**config.mk**
```make
export PLATFORM = sky130hd
export DESIGN_NAME = cfg_dt_target
export DESIGN_NICKNAME = d
export VERILOG_FILES = /design/src/rtl/cfgdt_pkg.sv /design/src/rtl/cfgdt_decode.sv /design/src/rtl/cfgdt_entry.sv /design/src/rtl/cfgdt_ibus.sv /design/src/rtl/cfg_dt_target.sv
export SDC_FILE = /design/constraint.sdc
export NUM_CORES = 1
export LEC_CHECK = 0
export BUFFER_PORTS_ARGS = -buffer_cell sky130_fd_sc_hd__buf_4
export CAP_MARGIN = 20
export CORE_MARGIN = 8
export CORE_UTILIZATION = 54
export CTS_BUF_LIST = sky130_fd_sc_hd__clkbuf_4
export DETAILED_ROUTE_END_ITERATION = 8
export MAX_ROUTING_LAYER = met4
export PLACE_DENSITY_LB_ADDON = 0.25
export SYNTH_ARGS = -nofsm -noshare
export SYNTH_HDL_FRONTEND = slang
export SYNTH_SLANG_ARGS = --single-unit
export TNS_END_PERCENT = 1
```
**constraint.sdc**
```tcl
create_clock -name clk -period 4.25 [get_ports clk]
set_input_delay 0.2125 -clock clk [delete_from_list [all_inputs] [get_ports clk]]
set_output_delay 0.2125 -clock clk [all_outputs]
set_load 0.02 [all_outputs]
```
**src/rtl/cfgdt_pkg.sv**
```systemverilog
// Shared encodings for the configuration delayed-transaction target.
// Assumes the simplified one-cycle-per-attempt PCI port of the top module.
package cfgdt_pkg;

    localparam logic [3:0] CMD_CFG_RD = 4'b1010;
    localparam logic [3:0] CMD_CFG_WR = 4'b1011;

    // Occupancy of the one-entry delayed request queue.
    typedef enum logic [1:0] {
        ENT_EMPTY = 2'd0,
        ENT_ISSUE = 2'd1,
        ENT_DONE  = 2'd2
    } ent_state_e;

    // Outcome of the attempt presented in the current cycle.
    typedef enum logic [1:0] {
        RSP_NONE     = 2'd0,
        RSP_IGNORE   = 2'd1,
        RSP_RETRY    = 2'd2,
        RSP_COMPLETE = 2'd3
    } rsp_kind_e;

endpackage

```
**src/rtl/cfgdt_decode.sv**
```systemverilog
// Address-phase decoder. Decides whether an attempt is a Type 0 configuration
// access to the selected function and extracts the DWORD register number.
// Assumes addr = {function, register, type} with the type field two bits wide.
module cfgdt_decode #(
    parameter int              REG_W    = 6,
    parameter int              FUNC_W   = 3,
    parameter logic [FUNC_W-1:0] FUNC_SEL = 3'b001
) (
    input  logic                      idsel,
    input  logic [3:0]                cmd,
    input  logic [REG_W+FUNC_W+1:0]   addr,
    output logic                      hit,
    output logic                      is_wr,
    output logic [REG_W-1:0]          reg_idx
);
    import cfgdt_pkg::*;

    localparam int ADDR_W = REG_W + FUNC_W + 2;

    logic is_rd;
    logic type0;
    logic func_ok;

    // Classify command, type bits and function number of the attempt.
    always_comb begin
        is_rd   = (cmd == CMD_CFG_RD);
        is_wr   = (cmd == CMD_CFG_WR);
        type0   = (addr[1:0] == 2'b00);
        func_ok = (addr[ADDR_W-1 -: FUNC_W] == FUNC_SEL);
        hit     = idsel && (is_rd || is_wr) && type0 && func_ok;
        reg_idx = addr[2 +: REG_W];
    end

endmodule

```
**src/rtl/cfgdt_entry.sv**
```systemverilog
// One-entry delayed transaction queue. Latches a claimed request when empty,
// compares later attempts against it, and decides the response kind.
// Assumes access_done pulses once while the entry is in ENT_ISSUE.
module cfgdt_entry #(
    parameter int REG_W  = 6,
    parameter int DATA_W = 32,
    parameter int BE_W   = DATA_W / 8
) (
    input  logic                        clk,
    input  logic                        rst_n,
    input  logic                        valid,
    input  logic                        hit,
    input  logic                        is_wr,
    input  logic [REG_W-1:0]            reg_idx,
    input  logic [BE_W-1:0]             be,
    input  logic [DATA_W-1:0]           wdata,
    input  logic                        access_done,
    output cfgdt_pkg::ent_state_e       state,
    output cfgdt_pkg::rsp_kind_e        kind,
    output logic                        ent_we,
    output logic [REG_W-1:0]            ent_reg,
    output logic [BE_W-1:0]             ent_be,
    output logic [DATA_W-1:0]           ent_wdata
);
    import cfgdt_pkg::*;

    ent_state_e state_q;
    logic       match;

    // Compare the current attempt with the latched entry.
    always_comb begin
        match = hit && (is_wr == ent_we) && (reg_idx == ent_reg) &&
                (be == ent_be) && (!is_wr || (wdata == ent_wdata));
    end

    // Pick the response for this cycle's attempt.
    always_comb begin
        kind = RSP_NONE;
        if (valid) begin
            if (!hit)
                kind = RSP_IGNORE;
            else if (state_q == ENT_DONE && match)
                kind = RSP_COMPLETE;
            else
                kind = RSP_RETRY;
        end
    end

    // Advance queue occupancy: latch, issue, hold completion, free.
    always_ff @(posedge clk) begin
        if (!rst_n) begin
            state_q <= ENT_EMPTY;
        end else begin
            unique case (state_q)
                ENT_EMPTY: if (valid && hit)       state_q <= ENT_ISSUE;
                ENT_ISSUE: if (access_done)        state_q <= ENT_DONE;
                ENT_DONE:  if (kind == RSP_COMPLETE) state_q <= ENT_EMPTY;
                default:                           state_q <= ENT_EMPTY;
            endcase
        end
    end

    // Capture the request fields when an empty queue accepts an attempt.
    always_ff @(posedge clk) begin
        if (!rst_n) begin
            ent_we    <= 1'b0;
            ent_reg   <= '0;
            ent_be    <= '0;
            ent_wdata <= '0;
        end else if (state_q == ENT_EMPTY && valid && hit) begin
            ent_we    <= is_wr;
            ent_reg   <= reg_idx;
            ent_be    <= be;
            ent_wdata <= is_wr ? wdata : '0;
        end
    end

    assign state = state_q;

endmodule

```
**src/rtl/cfgdt_ibus.sv**
```systemverilog
// Internal bus master. Presents the latched entry as one access, maps the
// register number into the configuration window, and keeps the read word.
// Assumes the slave answers each request with a single-cycle ib_ack.
module cfgdt_ibus #(
    parameter int           REG_W   = 6,
    parameter int           DATA_W  = 32,
    parameter int           BE_W    = DATA_W / 8,
    parameter int           IB_AW   = 32,
    parameter logic [IB_AW-1:0] WIN_BASE = 32'h0000_1200
) (
    input  logic                clk,
    input  logic                rst_n,
    input  logic                issue,
    input  logic                ent_we,
    input  logic [REG_W-1:0]    ent_reg,
    input  logic [BE_W-1:0]     ent_be,
    input  logic [DATA_W-1:0]   ent_wdata,
    input  logic                ib_ack,
    input  logic [DATA_W-1:0]   ib_rdata,
    output logic                ib_req,
    output logic                ib_we,
    output logic [IB_AW-1:0]    ib_addr,
    output logic [BE_W-1:0]     ib_be,
    output logic [DATA_W-1:0]   ib_wdata,
    output logic                access_done,
    output logic [DATA_W-1:0]   rd_word
);
    localparam int OFS_W = REG_W + $clog2(BE_W);
    localparam int WIN_BYTES = 1 << OFS_W;

    logic [OFS_W-1:0] byte_ofs;

    assign byte_ofs = {ent_reg, {($clog2(BE_W)){1'b0}}};

    // Window mapping: an aligned base needs only an OR, otherwise an adder.
    generate
        if ((WIN_BASE % WIN_BYTES) == 0) begin : g_or_map
            assign ib_addr = WIN_BASE | {{(IB_AW-OFS_W){1'b0}}, byte_ofs};
        end else begin : g_add_map
            assign ib_addr = WIN_BASE + {{(IB_AW-OFS_W){1'b0}}, byte_ofs};
        end
    endgenerate

    // Drive the request straight from the entry while it is being issued.
    always_comb begin
        ib_req      = issue;
        ib_we       = ent_we;
        ib_be       = ent_be;
        ib_wdata    = ent_wdata;
        access_done = issue && ib_ack;
    end

    // Keep the fetched word for reads; writes keep nothing.
    always_ff @(posedge clk) begin
        if (!rst_n)
            rd_word <= '0;
        else if (access_done)
            rd_word <= ent_we ? '0 : ib_rdata;
    end

endmodule

```
**src/rtl/cfg_dt_target.sv**
```systemverilog
// Top level of the configuration delayed-transaction target. Decodes each
// attempt, runs it through the one-entry queue and the internal bus master,
// and registers the response so it appears one clock after the attempt.
// Assumes at most one attempt per cycle and attempts marked by pci_valid.
module cfg_dt_target #(
    parameter int               REG_W    = 6,
    parameter int               FUNC_W   = 3,
    parameter logic [FUNC_W-1:0] FUNC_SEL = 3'b001,
    parameter int               DATA_W   = 32,
    parameter int               IB_AW    = 32,
    parameter logic [IB_AW-1:0] WIN_BASE = 32'h0000_1200
) (
    input  logic                      clk,
    input  logic                      rst_n,
    input  logic                      pci_valid,
    input  logic                      pci_idsel,
    input  logic [3:0]                pci_cmd,
    input  logic [REG_W+FUNC_W+1:0]   pci_addr,
    input  logic [DATA_W/8-1:0]       pci_cbe_n,
    input  logic [DATA_W-1:0]         pci_wdata,
    output logic                      pci_rsp_vld,
    output logic                      pci_claim,
    output logic                      pci_retry,
    output logic [DATA_W-1:0]         pci_rdata,
    output logic                      ib_req,
    output logic                      ib_we,
    output logic [IB_AW-1:0]          ib_addr,
    output logic [DATA_W/8-1:0]       ib_be,
    output logic [DATA_W-1:0]         ib_wdata,
    input  logic                      ib_ack,
    input  logic [DATA_W-1:0]         ib_rdata
);
    import cfgdt_pkg::*;

    localparam int BE_W = DATA_W / 8;

    logic               dec_hit;
    logic               dec_wr;
    logic [REG_W-1:0]   dec_reg;
    ent_state_e         ent_state;
    rsp_kind_e          rsp_kind;
    logic               ent_we;
    logic [REG_W-1:0]   ent_reg;
    logic [BE_W-1:0]    ent_be;
    logic [DATA_W-1:0]  ent_wdata;
    logic               access_done;
    logic [DATA_W-1:0]  rd_word;

    cfgdt_decode #(
        .REG_W   (REG_W),
        .FUNC_W  (FUNC_W),
        .FUNC_SEL(FUNC_SEL)
    ) u_decode (
        .idsel  (pci_idsel),
        .cmd    (pci_cmd),
        .addr   (pci_addr),
        .hit    (dec_hit),
        .is_wr  (dec_wr),
        .reg_idx(dec_reg)
    );

    cfgdt_entry #(
        .REG_W (REG_W),
        .DATA_W(DATA_W),
        .BE_W  (BE_W)
    ) u_entry (
        .clk        (clk),
        .rst_n      (rst_n),
        .valid      (pci_valid),
        .hit        (dec_hit),
        .is_wr      (dec_wr),
        .reg_idx    (dec_reg),
        .be         (~pci_cbe_n),
        .wdata      (pci_wdata),
        .access_done(access_done),
        .state      (ent_state),
        .kind       (rsp_kind),
        .ent_we     (ent_we),
        .ent_reg    (ent_reg),
        .ent_be     (ent_be),
        .ent_wdata  (ent_wdata)
    );

    cfgdt_ibus #(
        .REG_W   (REG_W),
        .DATA_W  (DATA_W),
        .BE_W    (BE_W),
        .IB_AW   (IB_AW),
        .WIN_BASE(WIN_BASE)
    ) u_ibus (
        .clk        (clk),
        .rst_n      (rst_n),
        .issue      (ent_state == ENT_ISSUE),
        .ent_we     (ent_we),
        .ent_reg    (ent_reg),
        .ent_be     (ent_be),
        .ent_wdata  (ent_wdata),
        .ib_ack     (ib_ack),
        .ib_rdata   (ib_rdata),
        .ib_req     (ib_req),
        .ib_we      (ib_we),
        .ib_addr    (ib_addr),
        .ib_be      (ib_be),
        .ib_wdata   (ib_wdata),
        .access_done(access_done),
        .rd_word    (rd_word)
    );

    // Register the response to this cycle's attempt.
    always_ff @(posedge clk) begin
        if (!rst_n) begin
            pci_rsp_vld <= 1'b0;
            pci_claim   <= 1'b0;
            pci_retry   <= 1'b0;
            pci_rdata   <= '0;
        end else begin
            pci_rsp_vld <= (rsp_kind != RSP_NONE);
            pci_claim   <= (rsp_kind == RSP_RETRY) || (rsp_kind == RSP_COMPLETE);
            pci_retry   <= (rsp_kind == RSP_RETRY);
            pci_rdata   <= (rsp_kind == RSP_COMPLETE && !ent_we) ? rd_word : '0;
        end
    end

endmodule

```
==> results of run 1 <==
==> metal layers <==
layer / GRT usage / up-vias / wire length [um]
met2: 0.319 / 141 / 5840
met4: 0.0609 / 0 / 145
met1: 0.233 / 1838 / 5080
met3: 0.0471 / 15 / 993
met5: - / - / 0
li1: - / 1970 / -
==> worst max-delay path by stage <==
stage                          to  slack, ns  cells past startpoint
CTS                 pci_rdata[20]       1.44                      7
global placement    pci_rdata[26]       1.57                      6
finish              pci_rdata[20]       1.99                      8
floorplan            pci_rdata[0]       2.38                      6
global route        pci_rdata[21]       1.96                      8
detailed placement  pci_rdata[20]       1.44                      6
==> stage by stage <==
| stage | cell area (sq um) | cells | total power, mW |
|---|---|---|---|
| final | 6170 | 780 | 1.69 |
| after detailed placement | 5940 | 755 | 1.21 |
| after global routing | 6170 | 780 | 1.76 |
| after global placement | 5940 | 755 | 1.21 |
| after floorplan | 4890 | 539 | 1.15 |
| after CTS | 6120 | 776 | 1.71 |
==> layout by cell type, fill, tap and decap left out, drive strengths merged <==
cell type	count
a21boi	39
a21oi	32
and2	34
and3	2
and4	1
and4b	1
buf	171
clkbuf	9
clkinv	4
conb	26
dfxtp	112
dlygate4sd3	7
inv	3
mux2	1
nand2	56
nand2b	2
nand3	35
nand4	2
nor2	4
nor2b	33
nor3	2
nor3b	33
nor4	12
nor4b	1
o2111ai	1
o211a	4
o211ai	1
o21ai	1
or4b	1
xnor2	9
xor2	33
==> area by class of cell <==
cell class              count  area [sq um]  area share
repair buffers            178          1370       0.222
clock inverters             7          61.3     0.00993
multi-input cells         366          2300       0.372
well taps                 108           135      0.0219
clock buffers               9          67.6      0.0109
flip-flops and latches    112          2240       0.363
==> worst max-delay path: stages <==
cell	delay (ns)
sky130_fd_sc_hd__dlygate4sd3_1	0.53
sky130_fd_sc_hd__buf_4	0.14
sky130_fd_sc_hd__xor2_1	0.13
sky130_fd_sc_hd__nor4_1	0.52
sky130_fd_sc_hd__nand3_1	0.28
sky130_fd_sc_hd__nor4b_4	0.40
sky130_fd_sc_hd__buf_6	0.25
sky130_fd_sc_hd__and2_2	0.17
==> cell families (layout without fill, tap and decap cells) <==
kind of cell    after synthesis  count (layout)  share of synthesized area
compound gates               78              78                      0.107
flops                       112             112                      0.467
other cells                   2              26                    0.00156
buf+inv                      61             194                     0.0740
simple gates                219             219                      0.271
xor+xnor                     42              42                     0.0766
mux                           1               1                    0.00234
==> power by group through the flow <==
stage	registers, mW	clock network, mW	logic (mW)
floorplan	1.07	0	0.0786
global placement	1.07	0	0.137
detailed placement	1.07	0	0.140
CTS	1.05	0.513	0.144
global route	1.05	0.553	0.157
finish	1.05	0.496	0.146
==> impl_metrics.csv, run 1 <==
group,metric,value,unit
run_status,outcome,"finished, final reports clean",
floorplan,placeableCoreArea,8680,sq um
yosys,synth_edf_count,0,
finish,finish.net_count,755,
clocking,cts_tree,"yes",
grt,antenna_found_initial,0,
grt,grt_remaining_overflow,0,
sta,hold_violations,0,
yosys,yosys.area.top_type,"sky130_fd_sc_hd__dfxtp_1",
detailed_routing,drt-wirelength-per-cell,15.5,um
detailed_routing,number_of_vias_in_the_routed_layout,3964,
critical_path,ff2ff_path_depth,6,
power_and_ir_drop,pwr-share-seq,0.621,
place,dp_slack,1.44,ns
place,gp_routability_congestion,0.775,
critical_path,cp_data_arrival_time,2.65,ns
floorplan,row_count,34,
place,buffer_ports.inserted,166,
finish,finish.utilization,0.711,
power_and_ir_drop,power.density,274,nW/um^2
clocking,clock_latency,0.44,ns
sta,hold-worst-slack,0.0261,ns
hold_path,hold_path_class,"in -> reg",
grt,grt.total_usage,0.196,
finish,reg_top3,"pci_rdata: 32 flops, u_entry.ent_wdata: 32 flops, u_ibus.rd_word: 32 flops",
floorplan,chip_height,110,um
yosys,yosys-top-cells-count,"112 x sky130_fd_sc_hd__dfxtp_1, 56 x sky130_fd_sc_hd__nand2_1, 35 x sky130_fd_sc_hd__nand3_1",
critical_path,r2r_start,"u_entry.ent_reg[3]",
detailed_routing,wl,12100,um
clocking,numCtsBuffers,9,
power_and_ir_drop,p_sw_frac,0.253,
yosys,syn-cell-area,4800,sq um
job,max_cap_violations,0,
floorplan,chipWidth,110,um
sta,timing.fmax,0.442,GHz
finish,diodes,0,
yosys,synth-seq-area-share,0.467,
clocking,postCtsSetupBuffers,0,
clocking,ctsLongestPathBuffers,2,
finish,share_of_post_route_cells_with_drive_strength_above_1,0.333,
floorplan,dieArea,12200,sq um
detailed_routing,drcViolationCount,0,
yosys,netlist-cell-type-count,37,
sta,finalSetupViolCount,0,
detailed_routing,drtIter0Drc,131,
critical_path,crit_path_max_fanout,29,
floorplan,initial_standard_cell_utilization_of_the_core,0.553,
clocking,worst_setup_hold_path_clk_slew,0.18,ns
yosys,synth_ff_type,"sky130_fd_sc_hd__dfxtp_1",
grt,first_global_vias,3950,
critical_path,critical_path.endpoint_type,"register",
power_and_ir_drop,static_leak,2.67,nW
critical_path,worstSetupStartpoint,"pci_addr[5]",
detailed_routing,final_antenna_net_count,0,
clocking,clock_sink_count,112,
critical_path,reg2reg_to,"pci_rdata[20]",
sta,worst_slew_margin_rel,0.429,
yosys,synth_async_sr_flop_share,0,
sta,aggregate_negative_setup_slack,0,ns
yosys,synth.most_common_cell,"sky130_fd_sc_hd__dfxtp_1",
sta,worst_slack,1.99,ns
yosys,post_synth_main_area_contributors,"sky130_fd_sc_hd__dfxtp_1 47%, sky130_fd_sc_hd__xor2_1 6.0%, sky130_fd_sc_hd__a21boi_0 5.3%",
yosys,syn-mean-instance-area,9.32,sq um
sta,clock-skew-final,0.0206,ns
floorplan,ios,193,
clocking,cts_resized,0,
critical_path,critical_path.startpoint_type,"input pin",
critical_path,setup.worst_path.class,"in -> reg",
yosys,synth.yosys.warnings,0,
critical_path,r2r_setup_slack,2.04,ns
yosys,number_of_synthesized_register_bits,112,
power_and_ir_drop,switching_power,0.429,mW
sta,unrepaired_setup_endpoints_after_global_routing,"no",
sta,timing.final.crit_share,0.533,
clocking,clock_tree.root_cell,"sky130_fd_sc_hd__clkbuf_4",
grt,grt_pass1_wl,18600,um
place,dp_hpwl,8790,um
sta,maxSlewViolCount,0,
sta,post-route-min-period,2.26,ns
detailed_routing,vias_per_cell,5.08,
detailed_routing,drt_pass1_iterations,4,
yosys,syn_inst,515,
power_and_ir_drop,irDropWorstVdd,176,uV
hold_path,min_to,"u_entry.ent_wdata[12]",
clocking,cts.hold.buffers_added,5,
hold_path,min_from,"pci_wdata[12]",
grt,grt_start_max_net_pins,79,
power_and_ir_drop,power.share.clock,0.293,
critical_path,critical_path_required,4.63,ns
finish,syn2layout_area_growth,28.6,%
yosys,netlist.area_leader.share,0.467,
power_and_ir_drop,cell_internal_pwr,1.27,mW
power_and_ir_drop,comb_power_share,0.086,
sta,worst-slew-pin-transition,0.857,ns
clocking,htree_num_levels,3,
finish,fill_cells,691,
hold_path,hold_path_depth,3,
(Power assumes the default switching activity.)
==> run 2, diff against run 1 <==
--- a/config.mk
+++ b/config.mk
@@ -8,7 +8,7 @@
 export BUFFER_PORTS_ARGS = -buffer_cell sky130_fd_sc_hd__buf_4
 export CAP_MARGIN = 20
 export CORE_MARGIN = 8
-export CORE_UTILIZATION = 54
+export CORE_UTILIZATION = 45
 export CTS_BUF_LIST = sky130_fd_sc_hd__clkbuf_4
 export DETAILED_ROUTE_END_ITERATION = 8
 export MAX_ROUTING_LAYER = met4
==> constraint.sdc (replaced) <==
create_clock -name clk -period 2.05 [get_ports clk]
set_input_delay 0.1025 -clock clk [delete_from_list [all_inputs] [get_ports clk]]
set_output_delay 0.1025 -clock clk [all_outputs]
set_load 0.02 [all_outputs]
==> run 2 against run 1 <==
  * Cell area grew 8.1%
  * Non-clock buffer count grew 45
  * Clock skew grew 0.013 ns
  * Via count grew 3.2%
  * Count of clock-buffer cells in the layout is the same
  * Critical path depth shrank 2
  * Largest power group unchanged
==> impl_metrics.csv, run 2 (same netlist as run 1, synthesis figures left out) <==
group,metric,value,unit
hold_path,hold_path_depth,4,
detailed_routing,vias_per_cell,4.79,
clocking,postCtsSetupBuffers,0,
place,gp_routability_congestion,0.808,
finish,reg_top3,"pci_rdata: 32 flops, u_entry.ent_wdata: 32 flops, u_ibus.rd_word: 32 flops",
run_status,outcome,"finished, final reports clean",
floorplan,ios,193,
sta,clock-skew-final,0.0337,ns
clocking,numCtsBuffers,9,
critical_path,r2r_setup_slack,0.22,ns
place,dp_hpwl,9180,um
floorplan,row_count,37,
finish,finish.net_count,800,
power_and_ir_drop,irDropWorstVdd,337,uV
detailed_routing,final_antenna_net_count,0,
grt,antenna_found_initial,2,
place,placed_cells,791,
finish,stdcell_area,6670,sq um
detailed_routing,drt_pass1_iterations,4,
sta,hold-worst-slack,0.0387,ns
clocking,cts_tree,"yes",
finish,fill_cells,836,
finish,final_cells,855,
sta,post-route-min-period,1.83,ns
hold_path,hold_path_class,"in -> reg",
clocking,worst_setup_hold_path_clk_slew,0.19,ns
critical_path,r2r_start,"u_entry.ent_reg[3]",
floorplan,initial_standard_cell_utilization_of_the_core,0.465,
sta,maxSlewViolCount,0,
detailed_routing,wl,13300,um
critical_path,timing.critical_path.slowest_cell_delay,0.36,ns
power_and_ir_drop,p_total,3.61,mW
critical_path,crit_path_max_fanout,32,
finish,share_of_post_route_cells_with_drive_strength_above_1,0.322,
detailed_routing,drcViolationCount,0,
detailed_routing,routed_metal_1_wirelength,5680,um
critical_path,cp_data_arrival_time,2.23,ns
sta,hold_violations,0,
detailed_routing,top_layer,"met4",
sta,worst_slew_margin_rel,0.575,
grt,grt_pass1_wl,21300,um
clocking,clock_tree.root_cell,"sky130_fd_sc_hd__clkbuf_4",
critical_path,timing.critical_path.slowest_stage_cell,"sky130_fd_sc_hd__dfxtp_1",
critical_path,critical_path.endpoint_type,"register",
hold_path,min_from,"ib_rdata[13]",
critical_path,critical_path_required,2.46,ns
power_and_ir_drop,static_leak,2.87,nW
job,max_cap_violations,0,
clocking,ctsLongestPathBuffers,2,
hold_path,min_to,"u_ibus.rd_word[13]",
critical_path,reg2reg_to,"pci_rdata[27]",
critical_path,critical_path.startpoint_type,"register",
grt,grt_remaining_overflow,0,
floorplan,chipWidth,119,um
power_and_ir_drop,power.density,542,nW/um^2
floorplan,chip_height,119,um
clocking,htree_num_levels,3,
detailed_routing,drtIter0Drc,212,
clocking,clock_latency,0.46,ns
critical_path,ff2ff_path_depth,6,
grt,first_global_vias,4266,
sta,timing.final.crit_share,0.891,
critical_path,setup.worst_path.class,"reg -> reg",
sta,unrepaired_setup_endpoints_after_global_routing,"no",
detailed_routing,drt-wirelength-per-cell,15.5,um
critical_path,crit_path_cell_trace,"xor2_1 -> nor4_2 -> nand3_1 -> nor4b_4 -> buf_12 -> and2_2",
place,buffer_ports.inserted,166,
detailed_routing,detailroute.wirelength.met2,6460,um
grt,grt_start_max_net_pins,78,
grt,grt.total_usage,0.186,
finish,most_frequent_standard_cell_in_the_layout_excluding_fill_and_tap_cells,"sky130_fd_sc_hd__buf_4",
sta,finalSetupViolCount,0,
sta,aggregate_negative_setup_slack,0,ns
detailed_routing,wl_met3,869,um
sta,worst-slew-pin-transition,0.638,ns
sta,timing.fmax,0.548,GHz
floorplan,placeableCoreArea,10300,sq um
floorplan,dieArea,14200,sq um
clocking,clock_sink_count,112,
detailed_routing,number_of_vias_in_the_routed_layout,4092,
finish,syn2layout_area_growth,38.9,%
place,placed_area,6060,sq um
critical_path,worstSetupStartpoint,"u_entry.ent_reg[3]",
finish,most-common-layout-cells,"175 x sky130_fd_sc_hd__buf_4, 112 x sky130_fd_sc_hd__dfxtp_1, 55 x sky130_fd_sc_hd__nand2_1",
## run 2: worst max-delay path by stage
stage | cells past startpoint | slack (ns) | to
4_1_cts | 6 | 0.1 | pci_rdata[27]
3_3_place_gp | 7 | 0.12 | pci_rdata[3]
3_5_place_dp | 7 | 0.08 | pci_rdata[12]
6_report | 6 | 0.22 | pci_rdata[27]
5_1_grt | 6 | 0.13 | pci_rdata[15]
2_1_floorplan | 6 | 0.24 | pci_rdata[0]
## run 2: timing repair
item                                   CTS  global route
hold buffers                            46             0
resized for setup                        0             1
endpoints found under the hold margin   45             0
setup endpoints to repair                0            12
## run 2: metrics by stage
stage                      util  worst slack [ns]
after floorplan               -             0.244
after global placement    0.587             0.124
after detailed placement  0.587            0.0784
after CTS                 0.645            0.0950
after global routing      0.646             0.129
final                     0.646             0.224
## run 2: power breakdown
part,switching [mW],leakage (nW),internal (mW)
sequential,0.000706,0.902,2.18
clock,0.774,0.0752,0.285
combinational,0.154,1.89,0.217
## run 2: layer usage
layer | vias up | GRT usage
li1 | 2053 | -
met1 | 1874 | 0.209
met2 | 145 | 0.312
met3 | 20 | 0.0562
met4 | 0 | 0.0585
met5 | - | -
## run 2: layout make-up
cell class | instances | area [sq um] | share of cell area
Clock buffer | 9 | 67.6 | 0.0101
Clock inverter | 7 | 68.8 | 0.0103
Multi-Input combinational cell | 366 | 2300 | 0.345
Sequential cell | 112 | 2240 | 0.336
Tap cell | 136 | 170 | 0.0255
Timing Repair Buffer | 223 | 1810 | 0.272
Antenna cell | 2 | 5.00 | 0.000750
## run 2: critical path, delay by kind of cell (launching register included)
| family | cells | cell delay, ns |
|---|---|---|
| XOR/XNOR | 1 | 0.17 |
| buffers and inverters | 1 | 0.20 |
| flip-flops | 1 | 0.36 |
| AND/OR/NAND/NOR | 4 | 1.04 |
==> run 3, diff against run 2 <==
--- a/config.mk
+++ b/config.mk
@@ -8,7 +8,7 @@
 export BUFFER_PORTS_ARGS = -buffer_cell sky130_fd_sc_hd__buf_4
 export CAP_MARGIN = 20
 export CORE_MARGIN = 8
-export CORE_UTILIZATION = 45
+export CORE_UTILIZATION = 54
 export CTS_BUF_LIST = sky130_fd_sc_hd__clkbuf_4
 export DETAILED_ROUTE_END_ITERATION = 8
 export MAX_ROUTING_LAYER = met4
==> constraint.sdc (replaced) <==
create_clock -name clk -period 2.3 [get_ports clk]
set_input_delay 0.115 -clock clk [delete_from_list [all_inputs] [get_ports clk]]
set_output_delay 0.115 -clock clk [all_outputs]
set_load 0.02 [all_outputs]
==> run 3 against run 2 <==
  * Combinational power down 9.2%
  * Count of clock-buffer cells in the layout unchanged
  * Worst setup slack better by 0.076 ns
  * Critical path type unchanged
  * Non-clock buffer count up 1
  * Critical path depth unchanged
  * Worst hold slack better by 0.011 ns
  * Sequential share of layout area up 0.20 points
  * Global-route usage up 4.0 points
  * Utilization up 12 points
  * Clock skew down 0.0071 ns
==> impl_metrics.csv, run 3 (same netlist as run 1, synthesis figures left out) <==
group,metric,value,unit
floorplan,chipWidth,110,um
clocking,clock_tree.root_cell,"sky130_fd_sc_hd__clkbuf_4",
finish,finish.utilization,0.764,
grt,first_global_vias,4271,
power_and_ir_drop,switching_power,0.823,mW
sta,hold_violations,0,
power_and_ir_drop,power.density,483,nW/um^2
floorplan,row_count,34,
finish,most_frequent_standard_cell_in_the_layout_excluding_fill_and_tap_cells,"sky130_fd_sc_hd__buf_4",
power_and_ir_drop,p_total,3.20,mW
floorplan,ios,193,
clocking,numCtsBuffers,9,
place,dp_hpwl,8890,um
clocking,worst_setup_hold_path_clk_slew,0.19,ns
power_and_ir_drop,pwr-share-seq,0.607,
grt,grt_remaining_overflow,0,
finish,reg_top3,"pci_rdata: 32 flops, u_entry.ent_wdata: 32 flops, u_ibus.rd_word: 32 flops",
sta,worst_slew_margin_rel,0.575,
power_and_ir_drop,cell_internal_pwr,2.38,mW
grt,antenna_found_initial,0,
place,gp_routability_congestion,0.796,
sta,post-route-min-period,2.00,ns
clocking,cts_tree,"yes",
finish,syn2layout_area_growth,38.1,%
critical_path,critical_path_required,2.69,ns
hold_path,hold_path_class,"in -> reg",
detailed_routing,final_antenna_net_count,0,
place,buffer_ports.inserted,166,
sta,worst-slew-pin-transition,0.637,ns
floorplan,initial_standard_cell_utilization_of_the_core,0.553,
detailed_routing,drcViolationCount,0,
detailed_routing,drtIter0Drc,190,
critical_path,cp_data_arrival_time,2.39,ns
detailed_routing,drt_pass1_iterations,4,
power_and_ir_drop,power.share.clock,0.288,
finish,share_of_post_route_cells_with_drive_strength_above_1,0.320,
detailed_routing,wl,13800,um
sta,unrepaired_setup_endpoints_after_global_routing,"no",
sta,timing.final.crit_share,0.869,
finish,diodes,0,
sta,finalSetupViolCount,0,
power_and_ir_drop,comb_power_share,0.105,
grt,grt.total_usage,0.226,
power_and_ir_drop,irDropWorstVdd,375,uV
critical_path,setup.worst_path.class,"reg -> reg",
sta,timing.fmax,0.500,GHz
place,placed_area,6030,sq um
clocking,ctsLongestPathBuffers,2,
sta,aggregate_negative_setup_slack,0,ns
finish,stdcell_area,6630,sq um
clocking,clock_latency,0.46,ns
sta,maxSlewViolCount,0,
clocking,htree_num_levels,3,
floorplan,placeableCoreArea,8680,sq um
critical_path,crit_path_max_fanout,32,
run_status,outcome,"finished, final reports clean",
job,max_cap_violations,0,
power_and_ir_drop,p_sw_frac,0.257,
critical_path,critical_path.endpoint_type,"register",
floorplan,chip_height,110,um
finish,fill_cells,582,
detailed_routing,drt-wirelength-per-cell,16.7,um
detailed_routing,number_of_vias_in_the_routed_layout,4203,
grt,grt_pass1_wl,20900,um
clocking,clock_sink_count,112,
finish,finish.net_count,801,
power_and_ir_drop,static_leak,2.86,nW
finish,most-common-layout-cells,"175 x sky130_fd_sc_hd__buf_4, 112 x sky130_fd_sc_hd__dfxtp_1, 55 x sky130_fd_sc_hd__nand2_1",
detailed_routing,vias_per_cell,5.09,
floorplan,dieArea,12200,sq um
critical_path,critical_path.startpoint_type,"register",
sta,clock-skew-final,0.0267,ns
grt,grt_start_max_net_pins,78,
==> run 3: cell types whose count changed in the layout (fill, tap and decap cells not counted) <==
cell / delta
sky130_fd_sc_hd__inv_6: -1
sky130_fd_sc_hd__dlygate4sd3_1: +1
sky130_fd_sc_hd__clkinvlp_4: +1
sky130_fd_sc_hd__inv_8: -1
sky130_fd_sc_hd__diode_2: -2
sky130_fd_sc_hd__nor4_1: +1
sky130_fd_sc_hd__clkinv_4: +1
sky130_fd_sc_hd__nor4_2: -1
==> run 3: through the flow <==
step           hold slack, ns  setup WS (ns)  cells
6_report               0.0501          0.301    826
5_1_grt                0.0329          0.236    826
4_1_cts               0.00303          0.325    825
3_5_place_dp            0.370          0.277    763
3_3_place_gp            0.373          0.337    763
2_1_floorplan           0.260          0.494    539
==> run 3: final cells by class <==
| class | instances | area, sq um | area share |
|---|---|---|---|
| Multi-Input combinational cell | 366 | 2300 | 0.346 |
| Sequential cell | 112 | 2240 | 0.338 |
| Timing Repair Buffer | 224 | 1820 | 0.275 |
| Tap cell | 108 | 135 | 0.0204 |
| Clock buffer | 9 | 67.6 | 0.0102 |
| Clock inverter | 7 | 65.1 | 0.00981 |
==> run 3: power groups by stage <==
stage	sequential, mW	combinational (mW)	clock [mW]
floorplan	1.99	0.145	0
finish	1.94	0.337	0.924
detailed placement	1.98	0.260	0
CTS	1.94	0.323	0.947
global placement	1.98	0.257	0
global route	1.95	0.355	1.03
==> run 3: routing by layer <==
layer	vias up	part of all wire	track usage
met3	28	0.087	0.0616
met2	176	0.50	0.376
met5	-	0	-
met1	1933	0.39	0.255
met4	0	0.022	0.0847
li1	2066	-	-
==> run 3: what timing repair did <==
action,in CTS,in global routing
resized for setup,0,0
setup buffers,0,0
hold endpoints to repair,45,1
hold buffers,46,1
==> run 3: path summary, 6_finish.rpt <==
check	depth (start not counted)	end	start	slack, ns
setup / recovery	6	pci_rdata[20]	u_entry.ent_reg[3]	0.30
hold / removal	4	u_ibus.rd_word[26]	ib_rdata[26]	0.05
setup reg to reg	6	pci_rdata[20]	u_entry.ent_reg[3]	0.30
hold reg to reg	1	pci_rdata[10]	u_ibus.rd_word[10]	0.49
==> run 3: critical path, stage by stage (launching register included) <==
cell and delay (ns):
sky130_fd_sc_hd__dfxtp_1 0.37, sky130_fd_sc_hd__xor2_1 0.16, sky130_fd_sc_hd__nor4_1 0.43, sky130_fd_sc_hd__nand3_1 0.27
sky130_fd_sc_hd__nor4b_4 0.35, sky130_fd_sc_hd__buf_12 0.20, sky130_fd_sc_hd__and2_2 0.15
